**config.mk**
```make
export PLATFORM = sky130hd
export DESIGN_NAME = scanline_mixer
export DESIGN_NICKNAME = d
export VERILOG_FILES = /design/src/rtl/mixer_pkg.sv /design/src/rtl/mixer_ctrl.sv /design/src/rtl/mixer_datapath.sv /design/src/rtl/scanline_mixer.sv
export SDC_FILE = /design/constraint.sdc
export NUM_CORES = 2
export LEC_CHECK = 0
export ABC_AREA = 1
export BUFFER_PORTS_ARGS = -buffer_cell sky130_fd_sc_hd__buf_2
export CORE_MARGIN = 10
export CORE_UTILIZATION = 32
export DETAILED_ROUTE_END_ITERATION = 6
export PLACE_DENSITY_LB_ADDON = 0.08
export RECOVER_POWER = 25
export SLEW_MARGIN = 0
export SYNTH_ARGS = -nofsm -noshare
export SYNTH_HDL_FRONTEND = slang
export SYNTH_SLANG_ARGS = --single-unit
```
**constraint.sdc**
```tcl
create_clock -name clk -period 5.95 [get_ports clk]
set_input_delay 0.2975 -clock clk [delete_from_list [all_inputs] [get_ports clk]]
set_output_delay 0.2975 -clock clk [all_outputs]
set_load 0.01 [all_outputs]
```
**src/rtl/mixer_pkg.sv**
```systemverilog
package mixer_pkg;
  localparam int NUM_CH    = 4;
  localparam int SLOT_W    = $clog2(NUM_CH);
  localparam int IDX_W     = 6;
  localparam int WAVE_W    = 2;
  localparam int NUM_WAVES = 1 << WAVE_W;

  // strobes from control to datapath for the line being entered
  typedef struct packed {
    logic              step;    // a voice is serviced this cycle
    logic              resync;  // rotation forced back to voice 0
    logic              finish;  // the serviced voice is the last one
    logic [SLOT_W-1:0] slot;    // voice serviced this cycle
  } mixStrobe_t;
endpackage

```
**src/rtl/mixer_ctrl.sv**
```systemverilog
module mixer_ctrl
  import mixer_pkg::*;
#(
  parameter int FRAME_LINES   = 521,
  parameter int VISIBLE_LINES = 480
) (
  input  logic              clk,
  input  logic              rstN,
  input  logic              lineStrobe,
  input  logic              frameStrobe,
  input  logic              vSync,
  output mixStrobe_t        strobe,
  output logic              ledLoad,
  output logic              syncWarn,
  output logic [SLOT_W-1:0] slotReg,
  output logic              vSyncPrev
);
  localparam int LINE_W   = $clog2(FRAME_LINES);
  localparam int LINE_MOD = FRAME_LINES % NUM_CH;
  localparam logic [LINE_W-1:0] LAST_LINE = LINE_W'(FRAME_LINES - 1);

  logic [LINE_W-1:0] lineCnt;
  logic [LINE_W-1:0] nextLine;
  logic              resyncHit;
  logic [SLOT_W-1:0] curSlot;

  always_comb begin
    if (frameStrobe || lineCnt == LAST_LINE) nextLine = '0;
    else                                     nextLine = lineCnt + 1'b1;
  end

  // realignment line chosen by the frame length remainder
  generate
    if (LINE_MOD == 1) begin : g_lastVisible
      assign resyncHit = lineStrobe && (nextLine == LINE_W'(VISIBLE_LINES - 1));
      assign syncWarn  = 1'b0;
    end else if (LINE_MOD == 2) begin : g_firstBlank
      assign resyncHit = lineStrobe && (nextLine == LINE_W'(VISIBLE_LINES));
      assign syncWarn  = 1'b0;
    end else if (LINE_MOD == 3) begin : g_noFix
      assign resyncHit = 1'b0;
      assign syncWarn  = 1'b1;
    end else begin : g_aligned
      assign resyncHit = 1'b0;
      assign syncWarn  = 1'b0;
    end
  endgenerate

  assign curSlot = resyncHit ? '0 : slotReg;

  always_comb begin
    strobe.step   = lineStrobe;
    strobe.resync = resyncHit;
    strobe.slot   = curSlot;
    strobe.finish = lineStrobe && (curSlot == SLOT_W'(NUM_CH - 1));
  end

  assign ledLoad = vSync && !vSyncPrev;

  always_ff @(posedge clk) begin
    if (!rstN) begin
      lineCnt   <= LAST_LINE;
      slotReg   <= '0;
      vSyncPrev <= 1'b0;
    end else begin
      vSyncPrev <= vSync;
      if (lineStrobe) begin
        lineCnt <= nextLine;
        slotReg <= curSlot + 1'b1;
      end
    end
  end
endmodule

```
**src/rtl/mixer_datapath.sv**
```systemverilog
module mixer_datapath
  import mixer_pkg::*;
#(
  parameter int PHASE_W  = 16,
  parameter int SAMPLE_W = 6,
  parameter int DAC_W    = 8,
  parameter int LED_W    = 8,
  localparam int SUM_W   = SAMPLE_W + SLOT_W,
  localparam int TBL_AW  = WAVE_W + IDX_W
) (
  input  logic                clk,
  input  logic                rstN,
  input  mixStrobe_t          strobe,
  input  logic                regWe,
  input  logic [2:0]          regAddr,
  input  logic [PHASE_W-1:0]  regData,
  input  logic                tblWe,
  input  logic [TBL_AW-1:0]   tblAddr,
  input  logic [SAMPLE_W-1:0] tblData,
  input  logic [LED_W-1:0]    ledIn,
  input  logic                ledLoad,
  output logic [DAC_W-1:0]    dacOut,
  output logic [LED_W-1:0]    ledOut,
  output logic [SUM_W-1:0]    partSum
);
  localparam int TBL_DEPTH = NUM_WAVES << IDX_W;

  logic [SAMPLE_W-1:0]             sampleTbl [TBL_DEPTH];
  logic [NUM_CH-1:0][TBL_AW-1:0]   chIdx;
  logic [SAMPLE_W-1:0]             curSample;
  logic [SUM_W-1:0]                baseSum;
  logic [SUM_W-1:0]                newSum;
  logic [SUM_W-1:0]                dacReg;

  generate
    for (genvar c = 0; c < NUM_CH; c++) begin : g_ch
      logic [PHASE_W-1:0] freqQ;
      logic [PHASE_W-1:0] phaseQ;
      logic [WAVE_W-1:0]  waveQ;
      logic               selMe;

      assign selMe    = regWe && (regAddr[SLOT_W-1:0] == SLOT_W'(c));
      assign chIdx[c] = {waveQ, phaseQ[PHASE_W-1 -: IDX_W]};

      always_ff @(posedge clk) begin
        if (!rstN) begin
          freqQ  <= '0;
          phaseQ <= '0;
          waveQ  <= '0;
        end else begin
          if (selMe && !regAddr[2]) freqQ <= regData;
          if (selMe &&  regAddr[2]) waveQ <= regData[WAVE_W-1:0];
          if (strobe.step && strobe.slot == SLOT_W'(c))
            phaseQ <= phaseQ + freqQ;
        end
      end
    end
  endgenerate

  always_ff @(posedge clk) begin
    if (tblWe) sampleTbl[tblAddr] <= tblData;
  end

  assign curSample = sampleTbl[chIdx[strobe.slot]];
  assign baseSum   = (strobe.slot == '0) ? '0 : partSum;
  assign newSum    = baseSum + SUM_W'(curSample);

  always_ff @(posedge clk) begin
    if (!rstN) begin
      partSum <= '0;
      dacReg  <= '0;
      ledOut  <= '0;
    end else begin
      if (strobe.step)   partSum <= newSum;
      if (strobe.finish) dacReg  <= newSum;
      if (ledLoad)       ledOut  <= ledIn;
    end
  end

  assign dacOut = dacReg[SUM_W-1 -: DAC_W];
endmodule

```
**src/rtl/scanline_mixer.sv**
```systemverilog
module scanline_mixer
  import mixer_pkg::*;
#(
  parameter int FRAME_LINES   = 521,
  parameter int VISIBLE_LINES = 480,
  parameter int PHASE_W       = 16,
  parameter int SAMPLE_W      = 6,
  parameter int DAC_W         = 8,
  parameter int LED_W         = 8,
  localparam int SUM_W        = SAMPLE_W + SLOT_W,
  localparam int TBL_AW       = WAVE_W + IDX_W
) (
  input  logic                clk,
  input  logic                rstN,
  input  logic                lineStrobe,
  input  logic                frameStrobe,
  input  logic                vSync,
  input  logic                regWe,
  input  logic [2:0]          regAddr,
  input  logic [PHASE_W-1:0]  regData,
  input  logic                tblWe,
  input  logic [TBL_AW-1:0]   tblAddr,
  input  logic [SAMPLE_W-1:0] tblData,
  input  logic [LED_W-1:0]    ledIn,
  output logic [DAC_W-1:0]    dacOut,
  output logic [LED_W-1:0]    ledOut,
  output logic                syncWarn
);
  mixStrobe_t        strobe;
  logic              ledLoad;
  logic [SLOT_W-1:0] slotReg;
  logic              vSyncPrev;
  logic [SUM_W-1:0]  partSum;

  mixer_ctrl #(
    .FRAME_LINES  (FRAME_LINES),
    .VISIBLE_LINES(VISIBLE_LINES)
  ) i_ctrl (
    .clk        (clk),
    .rstN       (rstN),
    .lineStrobe (lineStrobe),
    .frameStrobe(frameStrobe),
    .vSync      (vSync),
    .strobe     (strobe),
    .ledLoad    (ledLoad),
    .syncWarn   (syncWarn),
    .slotReg    (slotReg),
    .vSyncPrev  (vSyncPrev)
  );

  mixer_datapath #(
    .PHASE_W (PHASE_W),
    .SAMPLE_W(SAMPLE_W),
    .DAC_W   (DAC_W),
    .LED_W   (LED_W)
  ) i_datapath (
    .clk    (clk),
    .rstN   (rstN),
    .strobe (strobe),
    .regWe  (regWe),
    .regAddr(regAddr),
    .regData(regData),
    .tblWe  (tblWe),
    .tblAddr(tblAddr),
    .tblData(tblData),
    .ledIn  (ledIn),
    .ledLoad(ledLoad),
    .dacOut (dacOut),
    .ledOut (ledOut),
    .partSum(partSum)
  );
endmodule

```
==> report_table.html <==
<table>
<tr><th>Metric</th><th>Value</th></tr>
<tr><th colspan="2">Place</th></tr>
<tr><td>Cell total after placement</td><td>9,786</td></tr>
<tr><td>Post-detailed-placement half-perimeter wirelength</td><td>146,200 µm</td></tr>
<tr><td>Port Buffers</td><td>63</td></tr>
<tr><td>Global placement routability congestion</td><td>0.8283</td></tr>
<tr><th colspan="2">Floorplan</th></tr>
<tr><td>Die boundary width</td><td>502.7 µm</td></tr>
<tr><td>Die Ht</td><td>502.7 µm</td></tr>
<tr><td>DIE AREA</td><td>about 250,000 µm²</td></tr>
<tr><td>Initial Utilization</td><td>0.3210</td></tr>
<tr><td>Top-Level Pins</td><td>65</td></tr>
<tr><td>Number of core rows</td><td>177</td></tr>
<tr><td>Core Box Area</td><td>232,300 µm²</td></tr>
<tr><th colspan="2">Yosys</th></tr>
<tr><td>Number of nets produced by synthesis</td><td>6,970</td></tr>
<tr><td>Main area contributors after synthesis</td><td>sky130_fd_sc_hd__edfxtp_1 62%, sky130_fd_sc_hd__nand3_1 6.9%, sky130_fd_sc_hd__nand2_1 6.0%, sky130_fd_sc_hd__o211ai_1 4.9%, sky130_fd_sc_hd__dfxtp_1 4.6%</td></tr>
<tr><td>Post-Syn Area</td><td>between 70,000 and 80,000 µm²</td></tr>
<tr><td>Cells after synthesis</td><td>roughly 7k</td></tr>
<tr><td>Count of different cell masters after synthesis</td><td>48</td></tr>
<tr><td>Async set or reset register ratio after synthesis</td><td>0</td></tr>
<tr><td>Yosys warning count</td><td>0</td></tr>
<tr><td>Synth Area per Inst</td><td>10.89 µm²</td></tr>
<tr><td>Share of the synthesized area in the top cell type</td><td>0.6185</td></tr>
<tr><td>Post-synthesis sequential area ratio</td><td>0.6650</td></tr>
<tr><td>Flop and latch count out of synthesis</td><td>roughly 1.7k</td></tr>
<tr><td>Post-synth EDFFs</td><td>1,536</td></tr>
<tr><td>Most common flop cell mapped by yosys</td><td>sky130_fd_sc_hd__edfxtp_1</td></tr>
<tr><td>Post-synthesis cell type with the largest combined area</td><td>sky130_fd_sc_hd__edfxtp_1</td></tr>
<tr><th colspan="2">Layout</th></tr>
<tr><td>Ratio of cells with drive above 1 in the final layout</td><td>0.08865</td></tr>
<tr><td>Syn-to-layout area delta</td><td>15.04%</td></tr>
<tr><td>Non-filler instance count after layout</td><td>10.20k</td></tr>
<tr><td>Fill cells</td><td>23.04k</td></tr>
<tr><td>Number of nets in the finished design</td><td>7,117</td></tr>
<tr><th colspan="2">CTS</th></tr>
<tr><td># clock sinks</td><td>~1.7k</td></tr>
<tr><td>TritonCTS clock tree</td><td>built</td></tr>
<tr><td>Maximum buffer depth of the clock tree</td><td>3</td></tr>
<tr><td>CTS root buffer</td><td>sky130_fd_sc_hd__clkbuf_16</td></tr>
<tr><td>Clock Latency Late Sink</td><td>0.85 ns</td></tr>
<tr><td>Total number of H-tree levels</td><td>4</td></tr>
<tr><td>Clk pin slew, worst setup/hold paths</td><td>0.06 ns</td></tr>
<tr><td>Num CTS Buffers</td><td>194</td></tr>
<tr><th colspan="2">Run status</th></tr>
<tr><td>Result of the run</td><td>finished with violations</td></tr>
<tr><td>Failing checks</td><td>max-capacitance violations, max-slew violations</td></tr>
<tr><th colspan="2">Critical path</th></tr>
<tr><td>Largest fanout on the critical path</td><td>25</td></tr>
<tr><td>Worst Path Arrival</td><td>about 6.4 ns</td></tr>
<tr><td>Max stage delay cell, worst path</td><td>sky130_fd_sc_hd__fa_1</td></tr>
<tr><td>R2r setup slk</td><td>0.31 ns</td></tr>
<tr><td>Required time of the critical path</td><td>6.67 ns</td></tr>
<tr><td>Count of cells along the worst register-to-register path</td><td>33</td></tr>
<tr><td>Slowest cell delay on critical path</td><td>around 0.45 ns</td></tr>
<tr><td>Crit start category</td><td>register</td></tr>
<tr><td>Top cell by count, worst path</td><td>sky130_fd_sc_hd__nand3_1</td></tr>
<tr><td>Destination of the worst register-to-register timing path</td><td>i_datapath.partSum[6]</td></tr>
<tr><td>Crit. Startpoint</td><td>i_ctrl.lineCnt[0]</td></tr>
<tr><td>Nature of the critical path endpoint</td><td>register</td></tr>
<tr><td>Start-to-end type of the worst setup path</td><td>register to register</td></tr>
<tr><td>Origin of the critical flop-to-flop path</td><td>i_ctrl.lineCnt[0]</td></tr>
<tr><th colspan="2">STA</th></tr>
<tr><td>Setup TNS</td><td>0 ns</td></tr>
<tr><td>Final Max Slew Viols</td><td>658</td></tr>
<tr><td>Final worst path period need</td><td>roughly 5.6 ns</td></tr>
<tr><td>Number of setup violations in the final report</td><td>0</td></tr>
<tr><td>Period Utilization, post-route</td><td>0.9480</td></tr>
<tr><td>Post-route worst hold slack</td><td>0.2135 ns</td></tr>
<tr><td>Fmax</td><td>177.3 MHz</td></tr>
<tr><td>Worst max-slew margin expressed relative to the limit</td><td>-2.948</td></tr>
<tr><td>Worst-case clock skew</td><td>about 0.029 ns</td></tr>
<tr><td>Transition time at the pin with the least slew margin</td><td>5.922 ns</td></tr>
<tr><td>Count of final hold-check violations</td><td>0</td></tr>
<tr><th colspan="2">Pwr</th></tr>
<tr><td>Cell-internal power</td><td>0.02135 W</td></tr>
<tr><td>PwrDens</td><td>341.5 nW/µm²</td></tr>
<tr><td>Net switching power of the design</td><td>0.007952 W</td></tr>
<tr><td>Final Total Pwr</td><td>0.02930 W</td></tr>
<tr><td>Flop pwr share</td><td>0.451</td></tr>
<tr><td>Share of total power consumed by net switching</td><td>0.2714</td></tr>
<tr><td>Clock group share of total power</td><td>0.403</td></tr>
<tr><td>Maximum vdd drop</td><td>225.7 µV</td></tr>
<tr><td>Static leakage power</td><td>32.72 nW</td></tr>
<tr><td>Combinational share of power</td><td>0.146</td></tr>
<tr><th colspan="2">Drt</th></tr>
<tr><td>First-pass detailed-route iteration total</td><td>7</td></tr>
<tr><td>Via-per-instance ratio</td><td>4.945</td></tr>
<tr><td>Overall routed net length</td><td>235,100 µm</td></tr>
<tr><td>Number of DRC markers in iteration 0</td><td>4,520</td></tr>
<tr><td>Avg WL per Cell</td><td>23.05 µm</td></tr>
<tr><td>Final antenna-violating net count</td><td>0</td></tr>
<tr><td>Routed via count</td><td>50.43k</td></tr>
<tr><td>Number of DRC violations after detailed routing</td><td>0</td></tr>
<tr><th colspan="2">Global routing</th></tr>
<tr><td>Pin count of the biggest net entering global routing</td><td>143</td></tr>
<tr><td>GRT Resource Usage Total</td><td>0.1814</td></tr>
<tr><td>Wire length of the first global-routing pass</td><td>343,900 µm</td></tr>
<tr><td>Overflow left after global routing</td><td>0</td></tr>
<tr><td>Initial antenna violation count</td><td>11</td></tr>
<tr><td>Via count of the first global-routing pass</td><td>a little over 50k</td></tr>
<tr><th colspan="2">Worst hold path</th></tr>
<tr><td>Class of the tightest hold or removal check</td><td>input port to register</td></tr>
<tr><td>Cells on Worst Hold Path</td><td>5</td></tr>
<tr><td>Hold-critical path endpoint</td><td>i_datapath.sampleTbl[182][0]</td></tr>
<tr><td>Worst min-delay path startpoint</td><td>tblAddr[4]</td></tr>
<tr><th colspan="2">Run</th></tr>
<tr><td>Max_cap viols</td><td>10</td></tr>
</table>
-- metal layers --
layer | vias up | part of all wire | GRT usage
met5 | - | 0 | 0
met4 | 0 | 0.026 | 0.05284
met3 | 312 | 0.054 | 0.02933
met2 | 1215 | 0.46 | 0.2938
met1 | 24917 | 0.46 | 0.2508
li1 | 23988 | - | -
-- registers in the layout, indices dropped and copies added (netlist names), 8 cells and up --
register	count
i_datapath.dacOut	8
i_datapath.g_ch.waveQ	8
i_datapath.g_ch.freqQ	64
i_ctrl.lineCnt	10
i_datapath.ledOut	8
i_datapath.sampleTbl	1536
i_datapath.partSum	8
i_datapath.g_ch.phaseQ	64
-- how the worst max path moves through the flow --
stage,to,slack [ns],cells past startpoint
6_report,i_datapath.partSum[6],0.31,33
5_1_grt,i_datapath.partSum[6],-0.003,33
4_1_cts,i_datapath.partSum[6],0.11,33
3_5_place_dp,i_datapath.partSum[6],0.16,33
3_3_place_gp,i_datapath.partSum[6],0.07,33
2_1_floorplan,i_datapath.dacOut[6],1.58,33
-- cells in the mapped netlist (all sizes together), types with 5 or more instances --
| master | count |
|---|---|
| o211ai | 490 |
| o21ai | 233 |
| clkbuf | 125 |
| ha | 72 |
| inv | 884 |
| nor2 | 568 |
| a22oi | 8 |
| dfxtp | 173 |
| nand3 | 1035 |
| a21oi | 134 |
| edfxtp | 1536 |
| nand2 | 1204 |
| clkinv | 5 |
| xor2 | 43 |
| buf | 286 |
| or2 | 6 |
| xnor2 | 10 |
| fa | 5 |
-- power groups by stage --
stage          combinational (W)  clock, W  sequential, W
3_3_place_gp             0.00423         0         0.0134
4_1_cts                  0.00426    0.0121         0.0132
6_report                 0.00429    0.0118         0.0132
2_1_floorplan            0.00247         0         0.0134
3_5_place_dp             0.00423         0         0.0134
5_1_grt                  0.00468    0.0126         0.0132
-- worst max-delay path: cells and delay by family, from the launching register on --
kind | cells | cell delay, ns
AOI/OAI and AO/OA | 6 | 1.02
DFF | 1 | 0.36
adders and majority gates | 3 | 0.91
xor gates and xnor gates | 1 | 0.14
buffers and inverters | 5 | 0.70
and+or+nand+nor | 18 | 2.31
-- kinds of logic after synthesis --
kind of cell,after synthesis,synth area share
AOI/OAI and AO/OA,885,0.07711
xor gates and xnor gates,53,0.006225
adders and majority gates,77,0.01342
buffers and inverters,1300,0.07711
DFF,1709,0.6650
other,1,0.00005029
and+or+nand+nor,2820,0.1611
-- final cells by class --
| cell class | count | area (µm²) | share of cell area |
|---|---|---|---|
| inverters | 889 | 3366 | 0.03923 |
| multi-input cells | 3837 | 19410 | 0.2263 |
| clock inverters | 105 | 953.4 | 0.01111 |
| flip-flops and latches | 1709 | 49590 | 0.5780 |
| well taps | 3043 | 3807 | 0.04438 |
| clock buffers | 251 | 5238 | 0.06105 |
| repair buffers | 361 | 3420 | 0.03986 |
| diodes | 3 | 7.507 | 0.00008751 |
-- through the flow --
stage | setup slack [ns] | util | cell area (µm²)
floorplan | 1.577 | - | 74570
global placement | 0.07282 | 0.3402 | 79030
detailed placement | 0.1570 | 0.3402 | 79030
CTS | 0.1123 | 0.3686 | 85620
global route | -0.003071 | 0.3693 | 85790
finish | 0.3095 | 0.3693 | 85790
-- placed cells by master, fill, tap and decap left out, types with 4 or more instances in the layout --
master / Yosys / final
sky130_fd_sc_hd__buf_12: 1 / 55
sky130_fd_sc_hd__clkinv_1: 5 / 48
sky130_fd_sc_hd__edfxtp_1: 1536 / 1536
sky130_fd_sc_hd__buf_2: 179 / 53
sky130_fd_sc_hd__dlygate4sd3_1: 0 / 40
sky130_fd_sc_hd__nor2_1: 564 / 562
sky130_fd_sc_hd__clkbuf_16: 0 / 203
sky130_fd_sc_hd__nand2_2: 7 / 13
sky130_fd_sc_hd__a22oi_1: 5 / 5
sky130_fd_sc_hd__clkinv_8: 0 / 5
sky130_fd_sc_hd__clkinv_2: 0 / 32
sky130_fd_sc_hd__bufinv_16: 0 / 15
sky130_fd_sc_hd__nand3_1: 1033 / 1020
sky130_fd_sc_hd__buf_4: 16 / 190
sky130_fd_sc_hd__inv_1: 878 / 876
sky130_fd_sc_hd__clkbuf_1: 125 / 59
sky130_fd_sc_hd__o211ai_1: 490 / 490
sky130_fd_sc_hd__nand2_8: 0 / 4
sky130_fd_sc_hd__ha_1: 72 / 71
sky130_fd_sc_hd__nand2_1: 1194 / 1185
sky130_fd_sc_hd__xor2_1: 43 / 43
sky130_fd_sc_hd__fa_1: 5 / 5
sky130_fd_sc_hd__a21oi_1: 134 / 132
sky130_fd_sc_hd__o21ai_1: 1 / 4
sky130_fd_sc_hd__inv_2: 6 / 5
sky130_fd_sc_hd__a211oi_1: 4 / 4
sky130_fd_sc_hd__o21ai_0: 232 / 229
sky130_fd_sc_hd__dfxtp_1: 173 / 172
sky130_fd_sc_hd__xnor2_1: 10 / 10
sky130_fd_sc_hd__nand3_2: 0 / 12
-- repair_timing --
| action | 4_1_cts | 5_1_grt |
|---|---|---|
| hold buffers | 40 | 0 |
| buffers inserted | 0 | 10 |
| resized for setup | 0 | 35 |
| endpoints found under the setup margin | 0 | 8 |
| hold endpoints to repair | 320 | 0 |
Note: power is estimated with default switching activity, not from simulation.
